--- src/rtl/brr_pkg.sv ---
package brr_pkg;

   typedef enum logic [1:0] {
      BR_OP_NONE = 2'd0,
      BR_OP_BEQZ = 2'd1,
      BR_OP_BNEZ = 2'd2,
      BR_OP_JMP  = 2'd3
   } br_op_e;

   localparam int unsigned BRR_INSTR_BYTES = 4;

   typedef struct packed {
      logic is_cond;
      logic is_jump;
      logic take;
   } brr_dec_t;

endpackage

--- src/rtl/brr_cond_eval.sv ---
module brr_cond_eval
   import brr_pkg::*;
#(
   parameter int unsigned XLEN = 32
) (
   input  logic            valid_i,
   input  br_op_e          op_i,
   input  logic [XLEN-1:0] rs_val_i,
   output brr_dec_t        dec_o
);

   logic rs_zero;

   assign rs_zero = (rs_val_i == '0);

   always_comb begin
      dec_o = '0;
      if (valid_i) begin
         case (op_i)
            BR_OP_BEQZ: begin
               dec_o.is_cond = 1'b1;
               dec_o.take    = rs_zero;
            end
            BR_OP_BNEZ: begin
               dec_o.is_cond = 1'b1;
               dec_o.take    = ~rs_zero;
            end
            BR_OP_JMP: begin
               dec_o.is_jump = 1'b1;
               dec_o.take    = 1'b1;
            end
            default: dec_o = '0;
         endcase
      end
   end

   always_comb begin
      if (valid_i) begin
         a_r3_flags_exclusive: assert (!(dec_o.is_cond && dec_o.is_jump));
      end
   end

endmodule

--- src/rtl/brr_target_gen.sv ---
module brr_target_gen
   import brr_pkg::*;
#(
   parameter int unsigned XLEN  = 32,
   parameter int unsigned IMM_W = 16,
   parameter int unsigned JT_W  = 26
) (
   input  logic [XLEN-1:0]  cur_pc_i,
   input  logic [IMM_W-1:0] imm_i,
   input  logic [JT_W-1:0]  jfield_i,
   input  logic             is_jump_i,
   output logic [XLEN-1:0]  target_o
);

   localparam int unsigned ALIGN_W = $clog2(BRR_INSTR_BYTES);
   localparam int unsigned JLOW_W  = JT_W + ALIGN_W;

   logic [XLEN-1:0] imm_ext;
   logic [XLEN-1:0] br_target;
   logic [XLEN-1:0] jmp_target;

   generate
      if (IMM_W < XLEN) begin : g_sext
         assign imm_ext = {{(XLEN-IMM_W){imm_i[IMM_W-1]}}, imm_i};
      end else begin : g_full
         assign imm_ext = imm_i[XLEN-1:0];
      end
   endgenerate

   assign br_target = cur_pc_i + imm_ext;

   generate
      if (JLOW_W < XLEN) begin : g_jregion
         assign jmp_target = {cur_pc_i[XLEN-1:JLOW_W], jfield_i, {ALIGN_W{1'b0}}};
      end else begin : g_jfull
         assign jmp_target = {jfield_i, {ALIGN_W{1'b0}}};
      end
   endgenerate

   assign target_o = is_jump_i ? jmp_target : br_target;

endmodule

--- src/rtl/brr_hazard.sv ---
module brr_hazard #(
   parameter int unsigned RIDX_W = 5
) (
   input  logic              clk_i,
   input  logic              rst_ni,
   input  logic              valid_i,
   input  logic              reads_rs_i,
   input  logic [RIDX_W-1:0] rs_idx_i,
   input  logic              ex_wr_en_i,
   input  logic [RIDX_W-1:0] ex_rd_i,
   output logic              stall_o
);

   logic idx_match;
   logic idx_live;

   assign idx_live  = (rs_idx_i != '0);
   assign idx_match = ex_wr_en_i && (ex_rd_i == rs_idx_i);
   assign stall_o   = valid_i && reads_rs_i && idx_live && idx_match;

   a_r10_zero_index_free: assert property (@(posedge clk_i) disable iff (!rst_ni)
      (rs_idx_i == '0) |-> !stall_o);

   a_r9_stall_needs_writer: assert property (@(posedge clk_i) disable iff (!rst_ni)
      stall_o |-> ex_wr_en_i);

endmodule

--- src/rtl/brr_top.sv ---
module brr_top
   import brr_pkg::*;
#(
   parameter int unsigned    XLEN       = 32,
   parameter int unsigned    IMM_W      = 16,
   parameter int unsigned    JT_W       = 26,
   parameter int unsigned    RIDX_W     = 5,
   parameter logic [XLEN-1:0] RESET_PC  = '0,
   parameter bit             DELAY_SLOT = 1'b0
) (
   input  logic              clk,
   input  logic              rst_n,
   input  logic              id_valid,
   input  logic [1:0]        id_op,
   input  logic [XLEN-1:0]   id_pc,
   input  logic [RIDX_W-1:0] id_rs_idx,
   input  logic [XLEN-1:0]   id_rs_val,
   input  logic [IMM_W-1:0]  id_imm,
   input  logic [JT_W-1:0]   id_jfield,
   input  logic              ex_wr_en,
   input  logic [RIDX_W-1:0] ex_rd,
   output logic [XLEN-1:0]   fetch_pc_o,
   output logic [XLEN-1:0]   next_pc_o,
   output logic              id_kill_o,
   output logic              stall_o
);

   localparam int unsigned   ALIGN_W = $clog2(BRR_INSTR_BYTES);
   localparam logic [XLEN-1:0] STEP  = XLEN'(BRR_INSTR_BYTES);

   generate
      if (IMM_W > XLEN) begin : g_bad_imm
         $error("brr_top: IMM_W exceeds XLEN");
      end
      if (JT_W + ALIGN_W > XLEN) begin : g_bad_jt
         $error("brr_top: jump field does not fit XLEN");
      end
      if (RIDX_W < 1) begin : g_bad_ridx
         $error("brr_top: RIDX_W must be positive");
      end
   endgenerate

   logic [XLEN-1:0] pc_q;
   logic [XLEN-1:0] seq_pc;
   logic [XLEN-1:0] tgt;
   logic [XLEN-1:0] next_pc;
   logic            kill_q;
   logic            eff_valid;
   logic            stall;
   logic            redirect;
   brr_dec_t        dec;

   assign eff_valid = id_valid & ~kill_q;

   brr_cond_eval #(.XLEN(XLEN)) u_cond (
      .valid_i  (eff_valid),
      .op_i     (br_op_e'(id_op)),
      .rs_val_i (id_rs_val),
      .dec_o    (dec)
   );

   brr_hazard #(.RIDX_W(RIDX_W)) u_haz (
      .clk_i      (clk),
      .rst_ni     (rst_n),
      .valid_i    (eff_valid),
      .reads_rs_i (dec.is_cond),
      .rs_idx_i   (id_rs_idx),
      .ex_wr_en_i (ex_wr_en),
      .ex_rd_i    (ex_rd),
      .stall_o    (stall)
   );

   brr_target_gen #(.XLEN(XLEN), .IMM_W(IMM_W), .JT_W(JT_W)) u_tgt (
      .cur_pc_i  (id_pc),
      .imm_i     (id_imm),
      .jfield_i  (id_jfield),
      .is_jump_i (dec.is_jump),
      .target_o  (tgt)
   );

   assign redirect = dec.take & ~stall;
   assign seq_pc   = pc_q + STEP;

   always_comb begin
      if (stall) begin
         next_pc = pc_q;
      end else if (redirect) begin
         next_pc = tgt;
      end else begin
         next_pc = seq_pc;
      end
   end

   always_ff @(posedge clk or negedge rst_n) begin
      if (!rst_n) begin
         pc_q <= RESET_PC;
      end else begin
         pc_q <= next_pc;
      end
   end

   generate
      if (DELAY_SLOT) begin : g_delay_slot
         assign kill_q = 1'b0;
      end else begin : g_squash
         always_ff @(posedge clk or negedge rst_n) begin
            if (!rst_n) begin
               kill_q <= 1'b0;
            end else begin
               kill_q <= redirect;
            end
         end

         a_r7_kill_after_taken: assert property (@(posedge clk) disable iff (!rst_n)
            redirect |=> id_kill_o);

         a_r7_kill_one_cycle: assert property (@(posedge clk) disable iff (!rst_n)
            !redirect |=> !id_kill_o);
      end
   endgenerate

   assign fetch_pc_o = pc_q;
   assign next_pc_o  = next_pc;
   assign id_kill_o  = kill_q;
   assign stall_o    = stall;

   a_r5_target_lands: assert property (@(posedge clk) disable iff (!rst_n)
      redirect |=> (fetch_pc_o == $past(tgt)));

   a_r2_sequential_step: assert property (@(posedge clk) disable iff (!rst_n)
      (!dec.take && !stall) |=> (fetch_pc_o == $past(fetch_pc_o) + STEP));

   a_r9_stall_holds_pc: assert property (@(posedge clk) disable iff (!rst_n)
      stall |=> $stable(fetch_pc_o));

   a_r8_killed_inert: assert property (@(posedge clk) disable iff (!rst_n)
      id_kill_o |-> (!stall_o && (next_pc_o == fetch_pc_o + STEP)));

endmodule

--- config.mk ---
export PLATFORM = sky130hd
export DESIGN_NAME = brr_top
export DESIGN_NICKNAME = d
export VERILOG_FILES = /design/src/rtl/brr_pkg.sv /design/src/rtl/brr_cond_eval.sv /design/src/rtl/brr_target_gen.sv /design/src/rtl/brr_hazard.sv /design/src/rtl/brr_top.sv
export SDC_FILE = /design/constraint.sdc
export NUM_CORES = 1
export LEC_CHECK = 0
export ABC_AREA = 1
export CAP_MARGIN = 15
export CORE_ASPECT_RATIO = 0.6
export CORE_MARGIN = 4
export CORE_UTILIZATION = 67
export DETAILED_ROUTE_END_ITERATION = 7
export DONT_BUFFER_PORTS = 1
export PLACE_DENSITY = 0.87
export SLEW_MARGIN = 10
export SYNTH_ARGS = -nofsm -noshare
export SYNTH_HDL_FRONTEND = slang
export SYNTH_HIERARCHICAL = 1
export SYNTH_SLANG_ARGS = --single-unit
--- constraint.sdc ---
create_clock -name clk -period 2.5 [get_ports clk]
set_input_delay 0.375 -clock clk [delete_from_list [all_inputs] [get_ports clk]]
set_output_delay 0.375 -clock clk [all_outputs]
set_load 0.02 [all_outputs]
## After elaboration in Yosys (flattened, before gate mapping)

Index checks and enable logic that the tools add are counted.

- $add $sub $neg: 2
- Equality and inequality tests: 4
- Mux-type cells: 7
- Bitwise logic cells: 5
- Reductions and logical operators: 7

Operators with widths:

| kind | count |
|---|---|
| $mux W32 | 3 |
| $add A32 B3 Y32 const B | 1 |
| $add A32 B32 Y32 | 1 |
| $logic_not A32 Y1 | 1 |
| $eq A5 B5 Y1 | 1 |
| $reduce_bool A5 Y1 | 1 |
| $eq A2 B2 Y1 const B | 2 |
| $logic_and A1 B1 Y1 | 4 |
| $mux W3 | 1 |
| $not A1 Y1 | 3 |
| $pmux W1 S3 | 1 |
| $and A1 B1 Y1 | 2 |
| $eq A2 B1 Y1 const B | 1 |
| $mux W1 | 2 |
| $reduce_or A2 Y1 | 1 |

- Bits in registers: 33
- Bits of input ports: 122
- Output and inout bits: 66
- Word-level logic and storage cells: 27

## Logic depth before layout (Yosys ltp)

Gate-level depths: netlist of the first run.

- Depth after elaboration: 11
- Gate-level depth with buffers: 17
- Depth with buffers taken out: 17

## Cells and area by module

The synthesis of the first run kept the hierarchy.

Modules (own cells, without submodules):

| module | instances | cells each | area an instance (um^2) | sequential area each (um^2) |
|---|---|---|---|---|
| brr_target_gen | 1 | 590 | 2792.7 | 0.0 |
| brr_top | 1 | 386 | 2366.0 | 825.8 |
| brr_cond_eval | 1 | 41 | 165.2 | 0.0 |
| brr_hazard | 1 | 30 | 130.1 | 0.0 |

## Worst setup path after synthesis of the first run

OpenSTA, ideal clock, no wires.

- Path kind: register to output
- From: reg kill_q, in the netlist id_kill_o
- To: out next_pc_o[2]
- Data arrival time: 2.558 ns
- Data required time: 2.125 ns
- Path slack: -0.433 ns
- Stages on the path, launching flop included: 12
- Buffers on the path: 2
- Path through: dfrtp_1 -> nor2_1 -> nand2_1 -> inv_1 -> nand3_2 -> nor2_2 -> nand3_1 -> nor2_1 -> buf_2 -> clkinv_1 -> clkbuf_1 -> o21ai_0

RTL lines:

| element | RTL line | text |
|---|---|---|
| start: declaration | brr_top.sv:47 | `logic kill_q;` |
| start signal: assignment | brr_top.sv:110 | `kill_q <= redirect;` |
| end: declaration | brr_top.sv:23 | `output logic [XLEN-1:0] next_pc_o,` |

==> impl_metrics.env, run 1 <==
export IMPL_status="complete, but fails checks"
export IMPL_violations="DRC, setup timing"
export IMPL_syn_to_final_growth_pct=28.68
export IMPL_initial_core_util_pct=69.19
export IMPL_synth_flop_cell="dfrtp_1"
export IMPL_placementRows=25
export IMPL_worstHoldPathType="in2reg"
export IMPL_tightest_slew_ps=421.0
export IMPL_ant_nets=0
export IMPL_synth_cell_area_mm2=0.005454
export IMPL_synth_fp_nets=1203
export IMPL_synthCells=1047
export IMPL_cts_sinks=33
export IMPL_htreeDepth=2
export IMPL_skew_ps=10.21
export IMPL_vdd_drop_max_v=0.0005085
export IMPL_routedWlPerCell_um=20.43
export IMPL_combPwrFrac_pct=58.9
export IMPL_synth_seq_area_share_pct=15.14
export IMPL_final_core_util_pct=89.03
export IMPL_internal_power_uw=1865
export IMPL_grt_pass1_vias=6226
export IMPL_wirelength_um=24820
export IMPL_yosys_area_top_type="nand2_1"
export IMPL_final_nets=1262
export IMPL_drt_initial_drc_count=1713
export IMPL_setup_viol=30
export IMPL_synth_top_area_share_pct=29.73
export IMPL_coreArea_mm2=0.007883
export IMPL_routed_via_count=7995
export IMPL_grt_use_total_pct=36.96
export IMPL_clk_pin_slew_worst_paths_ps=50
export IMPL_slew_headroom_pct=71.94
export IMPL_ys_ff_latch=33
export IMPL_seqPwrFrac_pct=26.1
export IMPL_finalCritPeriodShare_pct=112.4
export IMPL_end_kind="primary output"
export IMPL_crit_type="in2out"
export IMPL_antenna_found_initial=2
export IMPL_rsz0062_at_grt="true"
export IMPL_cap_violations=0
export IMPL_hold_viol_final=0
export IMPL_layout_drive_gt1_share_pct=23.15
export IMPL_die_width_um=124.5
export IMPL_whs_ps=549.5
export IMPL_setup_ws_ps=-309.4
export IMPL_drt_pass1_iterations=8
export IMPL_dp_hpwl_um=14410
export IMPL_numPortBuffers=0
export IMPL_drc=51
export IMPL_cts_tree="built"
export IMPL_swShare_pct=55.65
export IMPL_crit_chain="nor2_1 -> nand2_1 -> nor2_1 -> nand2_1 -> nor2_2 -> nor2_1 -> nor2_2 -> inv_2 -> nor2_4 -> inv_4 -> buf_6 -> o211ai_1 -> o21ai_2 -> a31oi_4"
export IMPL_fp_dieArea_mm2=0.009695
export IMPL_die_h_um=77.89
export IMPL_arrival_ps=2430
export IMPL_critPathSlowestCell="a31oi_4"
export IMPL_grt_overflow=0
export IMPL_place_gp_congestion=1.028
export IMPL_grt_pass1_wl_um=29560
export IMPL_p_clk_share_pct=15.1
export IMPL_clockBufferDepth=2
export IMPL_yosys_warnings=6
export IMPL_yosysUniqueCellTypes=36
export IMPL_required_ps=2120
export IMPL_cpMostUsedCell="nor2_1"
export IMPL_fillers=418
export IMPL_crit_path_start_kind="input port"
export IMPL_root_buffer="clkbuf_16"
export IMPL_dp_slack_ps=-92.94
export IMPL_power_density_mw_per_mm2=599.3
export IMPL_netlist_top_cells_count="nand2_1, inv_1, nor2_1, nand3_1"
export IMPL_synth_area_leaders="nand2_1, dfrtp_1, inv_1, nor2_1, ha_1"
export IMPL_cp_slowest_stage_delay_ps=300
export IMPL_p_leak_uw=0.003703
export IMPL_power_switching_uw=2340
export IMPL_fmax_mhz=355.9
export IMPL_grt_max_degree=42
export IMPL_synth_edf_count=0
export IMPL_drv_slew=0
export IMPL_post_route_min_period_ps=2809
export IMPL_async_reset_ff_share_pct=100.0
export IMPL_critPathMaxFanout=5
export IMPL_cts_made_buffers=5
export IMPL_vias_per_cell=6.580
export IMPL_avgSynthCellArea_um2=5.209
export IMPL_num_io_pins=188
export IMPL_yosysMostFrequentCell="nand2_1"
export IMPL_clk_latency_ps=290
==> cell families after synthesis <==
group / share of synthesized area (%)
XOR/XNOR: 1.606
buffers and inverters: 12.76
adder cells (fa/ha/maj): 7.938
flip-flops: 15.14
AND/OR/NAND/NOR: 54.83
AO/OA/AOI/OAI: 7.731
==> state kept, by name, summed over array words and instances, names as in the netlist <==
signal and cells:
fetch_pc_o 32, id_kill_o 1
==> path summary, 6_finish.rpt <==
check / startpoint / end / slack, ps / cells after the start
setup / recovery: id_rs_val[31] / next_pc_o[5] / -310 / 14
min in group asynchronous: rst_n / fetch_pc_o[0] / 630 / 2
setup reg to reg: id_kill_o / fetch_pc_o[16] / 360 / 12
hold reg to reg: fetch_pc_o[31] / fetch_pc_o[31] / 770 / 2
hold / removal: id_pc[28] / fetch_pc_o[28] / 550 / 6
max in group asynchronous: rst_n / fetch_pc_o[10] / 1670 / 2
==> worst max-delay path: cells and delay by family <==
kind | cells | cell delay [ps]
AND/OR/NAND/NOR | 8 | 1200
buffers and inverters | 3 | 320
AO/OA/AOI/OAI | 3 | 530
==> cell type report <==
| type | instances | area, um^2 | share of cell area (%) |
|---|---|---|---|
| clock buffers | 6 | 138.9 | 1.979 |
| clock inverters | 1 | 7.507 | 0.1070 |
| diodes | 1 | 2.502 | 0.03566 |
| repair buffers | 70 | 685.7 | 9.770 |
| inverters | 164 | 626.9 | 8.932 |
| multi-input cells | 831 | 4583 | 65.31 |
| well taps | 108 | 135.1 | 1.925 |
| flip-flops and latches | 33 | 830.8 | 11.84 |
| repair inverters | 1 | 7.507 | 0.1070 |
==> layer usage <==
layer	track usage (%)	vias up	wire length, um
met4	10.83	2	2312
met3	12.38	341	4315
met2	58.46	925	9798
li1	-	3350	-
met5	0	-	17
met1	48.21	3377	8376
==> power by group through the flow <==
stage          clock network, uW  registers, uW  logic (uW)
3_5_place_dp                   0           1060        1900
5_1_grt                      655           1100        2590
2_1_floorplan                  0           1040        1370
4_1_cts                      622           1050        1990
3_3_place_gp                   0           1060        1880
6_report                     634           1100        2480
==> what timing repair did <==
item	in CTS	in global routing
buffers inserted	11	7
gates cloned	3	1
setup endpoints to repair	31	31
pin swaps	10	25
hold buffers	2	0
hold endpoints to repair	33	0
resized for setup	43	123
==> metrics by stage <==
stage                     power (uW)  area, um^2  cells  TNS [ps]
after floorplan                 2415        5517   1047         0
after global placement          2933        5958   1184    -213.6
after detailed placement        2963        5958   1184    -559.9
after CTS                       3667        6434   1207    -80.43
after global routing            4342        7018   1215     -7203
final                           4206        7018   1215     -4146
==> placed cells by master, fill, tap and decap left out, types with 3 or more instances in the layout <==
master	Yosys	routed
o211ai_1	6	6
ha_2	0	9
buf_6	0	6
ha_1	33	11
o22ai_4	0	3
dfrtp_2	0	4
xnor2_1	9	9
o21ai_0	14	8
buf_12	0	5
ha_4	0	13
nand2_2	14	44
nand2_4	2	9
nand3_1	81	73
nand3_2	5	11
nor3_1	6	4
nor2_1	135	120
clkinvlp_4	0	3
clkbuf_16	0	6
inv_2	11	17
or2_2	5	4
buf_4	0	53
o21bai_1	3	3
nand2_1	432	395
nand4_1	6	6
a21oi_2	2	9
a21oi_4	0	5
nor2_2	12	17
o21ai_1	8	9
nand3b_1	4	4
nor2_4	6	16
o21ai_2	0	4
a21oi_1	33	21
inv_1	152	144
dfrtp_1	33	29
Power figures use the tool's default switching activity.
==> run 2: changes to the inputs <==
--- a/config.mk
+++ b/config.mk
@@ -5,14 +5,13 @@
 export SDC_FILE = /design/constraint.sdc
 export NUM_CORES = 1
 export LEC_CHECK = 0
-export ABC_AREA = 1
 export CAP_MARGIN = 15
 export CORE_ASPECT_RATIO = 0.6
 export CORE_MARGIN = 4
-export CORE_UTILIZATION = 67
+export CORE_UTILIZATION = 66
 export DETAILED_ROUTE_END_ITERATION = 7
 export DONT_BUFFER_PORTS = 1
-export PLACE_DENSITY = 0.87
+export PLACE_DENSITY = 0.86
 export SLEW_MARGIN = 10
 export SYNTH_ARGS = -nofsm -noshare
 export SYNTH_HDL_FRONTEND = slang
==> impl_metrics.env, run 2 <==
export IMPL_num_io_pins=188
export IMPL_yosys_warnings=6
export IMPL_initial_core_util_pct=70.63
export IMPL_failing_step="detailed placement (3_5_place_dp)"
export IMPL_synth_cell_area_mm2=0.004472
export IMPL_async_reset_ff_share_pct=100.0
export IMPL_die_width_um=114.3
export IMPL_synth_seq_area_share_pct=18.47
export IMPL_dp_hpwl_um=17820
export IMPL_numPortBuffers=0
export IMPL_synth_area_leaders="dfrtp_1, ha_1, nand2_1, a21oi_1, o21ai_0"
export IMPL_synth_edf_count=0
export IMPL_place_gp_congestion=0.9509
export IMPL_synth_flop_cell="dfrtp_1"
export IMPL_ys_ff_latch=33
export IMPL_yosysMostFrequentCell="nand2_1"
export IMPL_yosysUniqueCellTypes=69
export IMPL_synthCells=597
export IMPL_tool_error="[ERROR DPL-0033] detailed placement checks failed during check placement."
export IMPL_status="stopped before the end"
export IMPL_die_h_um=71.76
export IMPL_placementRows=22
export IMPL_synth_top_area_share_pct=18.47
export IMPL_synth_fp_nets=753
export IMPL_yosys_area_top_type="dfrtp_1"
export IMPL_netlist_top_cells_count="nand2_1, a21oi_1, o21ai_0, nor2_1"
export IMPL_avgSynthCellArea_um2=7.490
run 2: kinds of logic after synthesis:
logic type,count (synthesis),synth area share (%)
buf+inv,53,4.701
simple gates,229,27.87
mux,15,3.470
compound gates,209,30.95
xor+xnor,24,4.869
fa+ha+maj,34,9.681
flops,33,18.47
run 2: through the flow:
stage             setup WS, ps  instance area, um^2  cells  hold slack [ps]
global placement        -599.5                 6146    815            80.19
floorplan               -481.9                 4987    597            79.41
==> run 3: changes to the inputs <==
--- a/config.mk
+++ b/config.mk
@@ -6,12 +6,11 @@
 export NUM_CORES = 1
 export LEC_CHECK = 0
 export CAP_MARGIN = 15
-export CORE_ASPECT_RATIO = 0.6
 export CORE_MARGIN = 4
-export CORE_UTILIZATION = 66
+export CORE_UTILIZATION = 40
 export DETAILED_ROUTE_END_ITERATION = 7
 export DONT_BUFFER_PORTS = 1
-export PLACE_DENSITY = 0.86
+export PLACE_DENSITY_LB_ADDON = 0.15
 export SLEW_MARGIN = 10
 export SYNTH_ARGS = -nofsm -noshare
 export SYNTH_HDL_FRONTEND = slang
==> impl_metrics.env, run 3 <==
export IMPL_grt_max_degree=34
export IMPL_rsz0062_at_grt="true"
export IMPL_grtUsageMet2_pct=43.74
export IMPL_drc=0
export IMPL_required_ps=2120
export IMPL_end_kind="primary output"
export IMPL_drt_initial_drc_count=377
export IMPL_synthCells=597
export IMPL_groute_layer_met1_usage_pct=36.81
export IMPL_drv_slew=0
export IMPL_skew_ps=9.416
export IMPL_drt_pass1_iterations=5
export IMPL_r2r_end="fetch_pc_o[29]"
export IMPL_grt_overflow=0
export IMPL_num_io_pins=188
export IMPL_crit_path_start_kind="input port"
export IMPL_cp_slowest_stage_delay_ps=500
export IMPL_die_h_um=113.7
export IMPL_violations="setup timing"
export IMPL_final_nets=914
export IMPL_arrival_ps=2670
export IMPL_use_met3_pct=4.881
export IMPL_hp_start="id_jfield[18]"
export IMPL_placed_area_mm2=0.006223
export IMPL_vdd_drop_max_v=0.0004867
export IMPL_post_route_min_period_ps=3042
export IMPL_worstHoldPathType="in2reg"
export IMPL_power_density_mw_per_mm2=526.1
export IMPL_status="complete, but fails checks"
export IMPL_p_leak_uw=0.003017
export IMPL_dp_hpwl_um=14140
export IMPL_ys_ff_latch=33
export IMPL_slew_headroom_pct=65.83
export IMPL_clockBufferDepth=2
export IMPL_fmax_mhz=328.7
export IMPL_grt_most_used_layer="met2"
export IMPL_coreArea_mm2=0.01089
export IMPL_largest_reg_flops=32
export IMPL_synth_cell_area_mm2=0.004472
export IMPL_synth_area_leaders="dfrtp_1, ha_1, nand2_1, a21oi_1, o21ai_0"
export IMPL_seqPwrFrac_pct=22.6
export IMPL_numPortBuffers=0
export IMPL_swShare_pct=49.04
export IMPL_yosysMostFrequentCell="nand2_1"
export IMPL_hold_depth=3
export IMPL_dp_slack_ps=-682.1
export IMPL_grt_use_total_pct=26.38
export IMPL_hold_end="fetch_pc_o[20]"
export IMPL_routed_via_count=5380
export IMPL_layout_common_cells="buf_4, nand2_1, nor2_1"
export IMPL_p_clk_share_pct=10.3
export IMPL_seq_area_um2=827.0
export IMPL_setup_ws_ps=-542.5
export IMPL_critPathMaxFanout=5
export IMPL_initial_core_util_pct=41.07
export IMPL_crit_chain="ha_4 -> buf_12 -> nand4_4 -> or4_4 -> nor3_4 -> nor4_4 -> buf_4 -> o21ai_4 -> nand4_1 -> nor3b_2 -> xnor2_1 -> a22oi_1 -> nand2_2"
export IMPL_cts_tree="built"
export IMPL_antenna_found_initial=0
export IMPL_place_gp_congestion=0.9020
export IMPL_fp_dieArea_mm2=0.01294
export IMPL_fillers=904
export IMPL_layout_commonest_cell="buf_4"
export IMPL_synth_edf_count=0
export IMPL_crit_type="in2out"
export IMPL_rr_worst_depth=11
export IMPL_clk_latency_ps=300
export IMPL_synth_fp_nets=753
export IMPL_die_width_um=113.7
export IMPL_ant_nets=0
export IMPL_setup_viol=32
export IMPL_yosys_area_top_type="dfrtp_1"
export IMPL_grt_pass1_vias=5417
export IMPL_cts_made_buffers=5
export IMPL_root_buffer="clkbuf_8"
export IMPL_critPathSlowestCell="or4_4"
export IMPL_path_delay_family="simple AND/OR/NAND/NOR gates"
export IMPL_synth_top_area_share_pct=18.47
export IMPL_cts_sinks=33
export IMPL_combPwrFrac_pct=67.1
export IMPL_finish_instance_area_mm2=0.007171
export IMPL_cap_violations=0
export IMPL_htreeDepth=2
export IMPL_antennaDiodeCount=0
export IMPL_reg2reg_from="id_kill_o"
export IMPL_synth_seq_area_share_pct=18.47
export IMPL_timing_critical_path_buf_inv=2
export IMPL_placementRows=38
export IMPL_clk_pin_slew_worst_paths_ps=70
export IMPL_avgSynthCellArea_um2=7.490
export IMPL_vias_per_cell=5.998
export IMPL_multi_input_area_mm2=0.004437
export IMPL_wirelength_um=18040
export IMPL_reg2reg_slack_ps=190
export IMPL_finalCritPeriodShare_pct=121.7
export IMPL_grt_pass1_wl_um=27960
export IMPL_yosysUniqueCellTypes=69
export IMPL_routedWlPerCell_um=20.11
export IMPL_tightest_slew_ps=509.7
export IMPL_yosys_warnings=6
export IMPL_internal_power_uw=1922
export IMPL_async_reset_ff_share_pct=100.0
export IMPL_power_switching_uw=1850
export IMPL_synth_flop_cell="dfrtp_1"
export IMPL_layout_drive_gt1_share_pct=46.76
export IMPL_hold_viol_final=0
export IMPL_netlist_top_cells_count="nand2_1, a21oi_1, o21ai_0, nor2_1"
export IMPL_syn_to_final_growth_pct=60.35
export IMPL_setup_tns_ps=-9720
## run 3: repair_timing
| item | CTS | global route |
|---|---|---|
| gates resized for setup | 100 | 54 |
| setup endpoints to repair | 40 | 42 |
| hold buffers | 2 | 0 |
| gates cloned | 1 | 1 |
| buffers inserted | 17 | 13 |
| pin swaps | 77 | 64 |
| endpoints found under the hold margin | 33 | 0 |
## run 3: metal layers
| metal | vias to the layer above | routed length [um] |
|---|---|---|
| met5 | - | 0 |
| met4 | 0 | 159 |
| met3 | 20 | 1298 |
| met2 | 210 | 8666 |
| met1 | 2569 | 7914 |
| li1 | 2581 | - |
## run 3: tightest hold or removal path, delay by kind of cell
kind	cells	cell delay (ps)
AO/OA/AOI/OAI	2	180
multiplexers	1	120
## run 3: area by class of cell
| type | instances | area share, % |
|---|---|---|
| Clock buffer | 5 | 0.9597 |
| Clock inverter | 1 | 0.06980 |
| Inverter | 21 | 1.274 |
| Multi-Input combinational cell | 511 | 61.87 |
| Sequential cell | 33 | 11.53 |
| Tap cell | 140 | 2.443 |
| Timing Repair Buffer | 186 | 21.85 |
## run 3: metrics by stage
| step | hold WS, ps | power (uW) | utilization [%] | std cells |
|---|---|---|---|---|
| 3_5_place_dp | 80.23 | 3058 | 57.16 | 872 |
| 2_1_floorplan | 79.41 | 2245 | - | 597 |
| 4_1_cts | 437.8 | 3651 | 62.57 | 889 |
| 3_3_place_gp | 80.23 | 3024 | 57.16 | 872 |
| 5_1_grt | 434.3 | 3987 | 65.86 | 897 |
| 6_report | 429.2 | 3772 | 65.86 | 897 |
## run 3: power groups by stage
stage | Combinational (uW) | Sequential (uW) | Clock (uW)
finish | 2530 | 853 | 387
global route | 2710 | 872 | 408
CTS | 2410 | 852 | 387
detailed placement | 2200 | 860 | 0
global placement | 2170 | 854 | 0
floorplan | 1190 | 1050 | 0
## run 3: kinds of logic (layout without fill, tap and decap cells)
| kind of cell | after synthesis | in the layout | synth area share, % |
|---|---|---|---|
| buf+inv | 53 | 213 | 4.701 |
| simple gates | 229 | 229 | 27.87 |
| flops | 33 | 33 | 18.47 |
| xor+xnor | 24 | 24 | 4.869 |
| mux | 15 | 15 | 3.470 |
| fa+ha+maj | 34 | 34 | 9.681 |
| compound gates | 209 | 209 | 30.95 |
## run 3: worst max path at each step
stage | start | end | slack, ps | cells past startpoint
floorplan | id_pc[0] | next_pc_o[30] | -480 | 13
global placement | id_pc[0] | next_pc_o[30] | -630 | 14
detailed placement | id_pc[0] | next_pc_o[30] | -680 | 14
CTS | id_pc[0] | next_pc_o[18] | -530 | 13
global route | id_pc[0] | next_pc_o[30] | -690 | 14
finish | id_imm[9] | next_pc_o[31] | -540 | 13
==> run 4: changes to the inputs <==
--- a/config.mk
+++ b/config.mk
@@ -5,8 +5,9 @@
 export SDC_FILE = /design/constraint.sdc
 export NUM_CORES = 1
 export LEC_CHECK = 0
+export ABC_AREA = 1
 export CAP_MARGIN = 15
-export CORE_MARGIN = 4
+export CORE_MARGIN = 2
 export CORE_UTILIZATION = 40
 export DETAILED_ROUTE_END_ITERATION = 7
 export DONT_BUFFER_PORTS = 1
==> impl_metrics.env, run 4 (synthesized netlist as in run 1, its figures left out) <==
export IMPL_setup_viol=15
export IMPL_dp_cells=1258
export IMPL_grt_pass1_wl_um=28750
export IMPL_crit_type="reg2out"
export IMPL_end_kind="primary output"
export IMPL_tightest_slew_ps=411.8
export IMPL_seq_area_um2=827.0
export IMPL_place_gp_congestion=0.9105
export IMPL_drt_pass1_iterations=5
export IMPL_dp_slack_ps=-116.0
export IMPL_layout_commonest_cell="nand2_1"
export IMPL_drv_slew=0
export IMPL_routedWlPerCell_um=14.24
export IMPL_skew_ps=7.011
export IMPL_dp_hpwl_um=14800
export IMPL_cts_tree="built"
export IMPL_htreeDepth=2
export IMPL_drc=0
export IMPL_grt_pass1_vias=6010
export IMPL_violations="setup timing"
export IMPL_routed_via_count=6403
export IMPL_clk_latency_ps=280
export IMPL_finalCritPeriodShare_pct=103.5
export IMPL_placementRows=42
export IMPL_grt_max_degree=34
export IMPL_setup_ws_ps=-87.54
export IMPL_cts_made_buffers=5
export IMPL_clk_pin_slew_worst_paths_ps=50
export IMPL_syn_to_final_growth_pct=29.85
export IMPL_fmax_mhz=386.5
export IMPL_numPortBuffers=0
export IMPL_vias_per_cell=4.941
export IMPL_fp_dieArea_mm2=0.01459
export IMPL_critPathMaxFanout=7
export IMPL_post_route_min_period_ps=2588
export IMPL_slew_headroom_pct=72.54
export IMPL_p_leak_uw=0.003769
export IMPL_root_buffer="clkbuf_16"
export IMPL_antennaDiodeCount=0
export IMPL_vdd_drop_max_v=0.0003079
export IMPL_multi_input_area_mm2=0.004469
export IMPL_layout_common_cells="nand2_1, inv_1, nor2_1"
export IMPL_layout_drive_gt1_share_pct=23.04
export IMPL_wirelength_um=18450
export IMPL_whs_ps=546.3
export IMPL_clockBufferDepth=2
export IMPL_reg2reg_slack_ps=340
export IMPL_crit_path_start_kind="register"
export IMPL_cts_sinks=33
export IMPL_grt_overflow=0
export IMPL_fillers=1407
export IMPL_die_width_um=120.8
export IMPL_status="complete, but fails checks"
export IMPL_final_nets=1275
export IMPL_power_density_mw_per_mm2=549.6
export IMPL_drt_initial_drc_count=388
export IMPL_initial_core_util_pct=41.02
export IMPL_hold_viol_final=0
export IMPL_die_h_um=120.8
export IMPL_ant_nets=0
export IMPL_setup_tns_ps=-857.9
export IMPL_largest_reg_flops=32
export IMPL_num_io_pins=188
export IMPL_worstHoldPathType="in2async"
export IMPL_rsz0062_at_grt="true"
export IMPL_cap_violations=0
export IMPL_layoutNonFillerInstCount=1296
export IMPL_arrival_ps=2210
export IMPL_required_ps=2120
export IMPL_grt_use_total_pct=24.32
export IMPL_antenna_found_initial=0
export IMPL_coreArea_mm2=0.01330
export IMPL_finalPower_uw=3892
-- run 4: final timing paths --
path,start,to,cells past startpoint
max,id_kill_o,next_pc_o[31],14
max reg2reg,id_kill_o,fetch_pc_o[25],15
min,rst_n,id_kill_o,2
min reg2reg,fetch_pc_o[1],fetch_pc_o[1],2
min in group clk,id_jfield[8],fetch_pc_o[10],4
max in group asynchronous,rst_n,fetch_pc_o[25],2
-- run 4: repair_timing --
| action | CTS | global route |
|---|---|---|
| endpoints found under the setup margin | 28 | 28 |
| setup buffers | 5 | 23 |
| hold buffers | 2 | 0 |
| gates resized for setup | 37 | 113 |
| hold endpoints to repair | 33 | 0 |
| cloned | 1 | 1 |
| pin swaps | 8 | 37 |
-- run 4: layout make-up --
class,instances,area share [%]
Timing Repair Buffer,84,11.04
Sequential cell,33,11.68
Multi-Input combinational cell,831,63.11
Inverter,164,8.834
Tap cell,176,3.110
Clock inverter,1,0.07067
Clock buffer,7,2.155
-- run 4: where the power goes --
group          switching, uW  leakage, uW  internal [uW]
combinational           1380      0.00332            770
sequential               414     0.000370            681
clock                    227    0.0000799            421
-- run 4: per-stage QoR --
stage | instance area (um^2) | util, %
6_report | 7082 | 53.27
5_1_grt | 7082 | 53.27
3_5_place_dp | 6101 | 45.89
2_1_floorplan | 5517 | -
4_1_cts | 6479 | 48.73
3_3_place_gp | 6101 | 45.89
-- run 4: per-layer routing --
layer / vias to the layer above / routed length (um) / global-route usage (%)
met4: 0 / 527 / 7.994
met1: 2823 / 8479 / 31.64
met5: - / 0 / 0
li1: 3361 / - / -
met3: 34 / 828 / 2.500
met2: 185 / 8617 / 41.95
-- run 4: critical path: stages (launching register included) --
cell       delay [ps]
dfrtp_1           410
nor2_4            150
nand2_1            60
inv_1              60
nand3_2            70
nor2_2            110
nand3_2            80
nor2_4            220
nor2_4            110
clkinv_4          100
buf_4             140
clkbuf_16         130
nand3_1            80
nand2_1            80
nand2_2           110
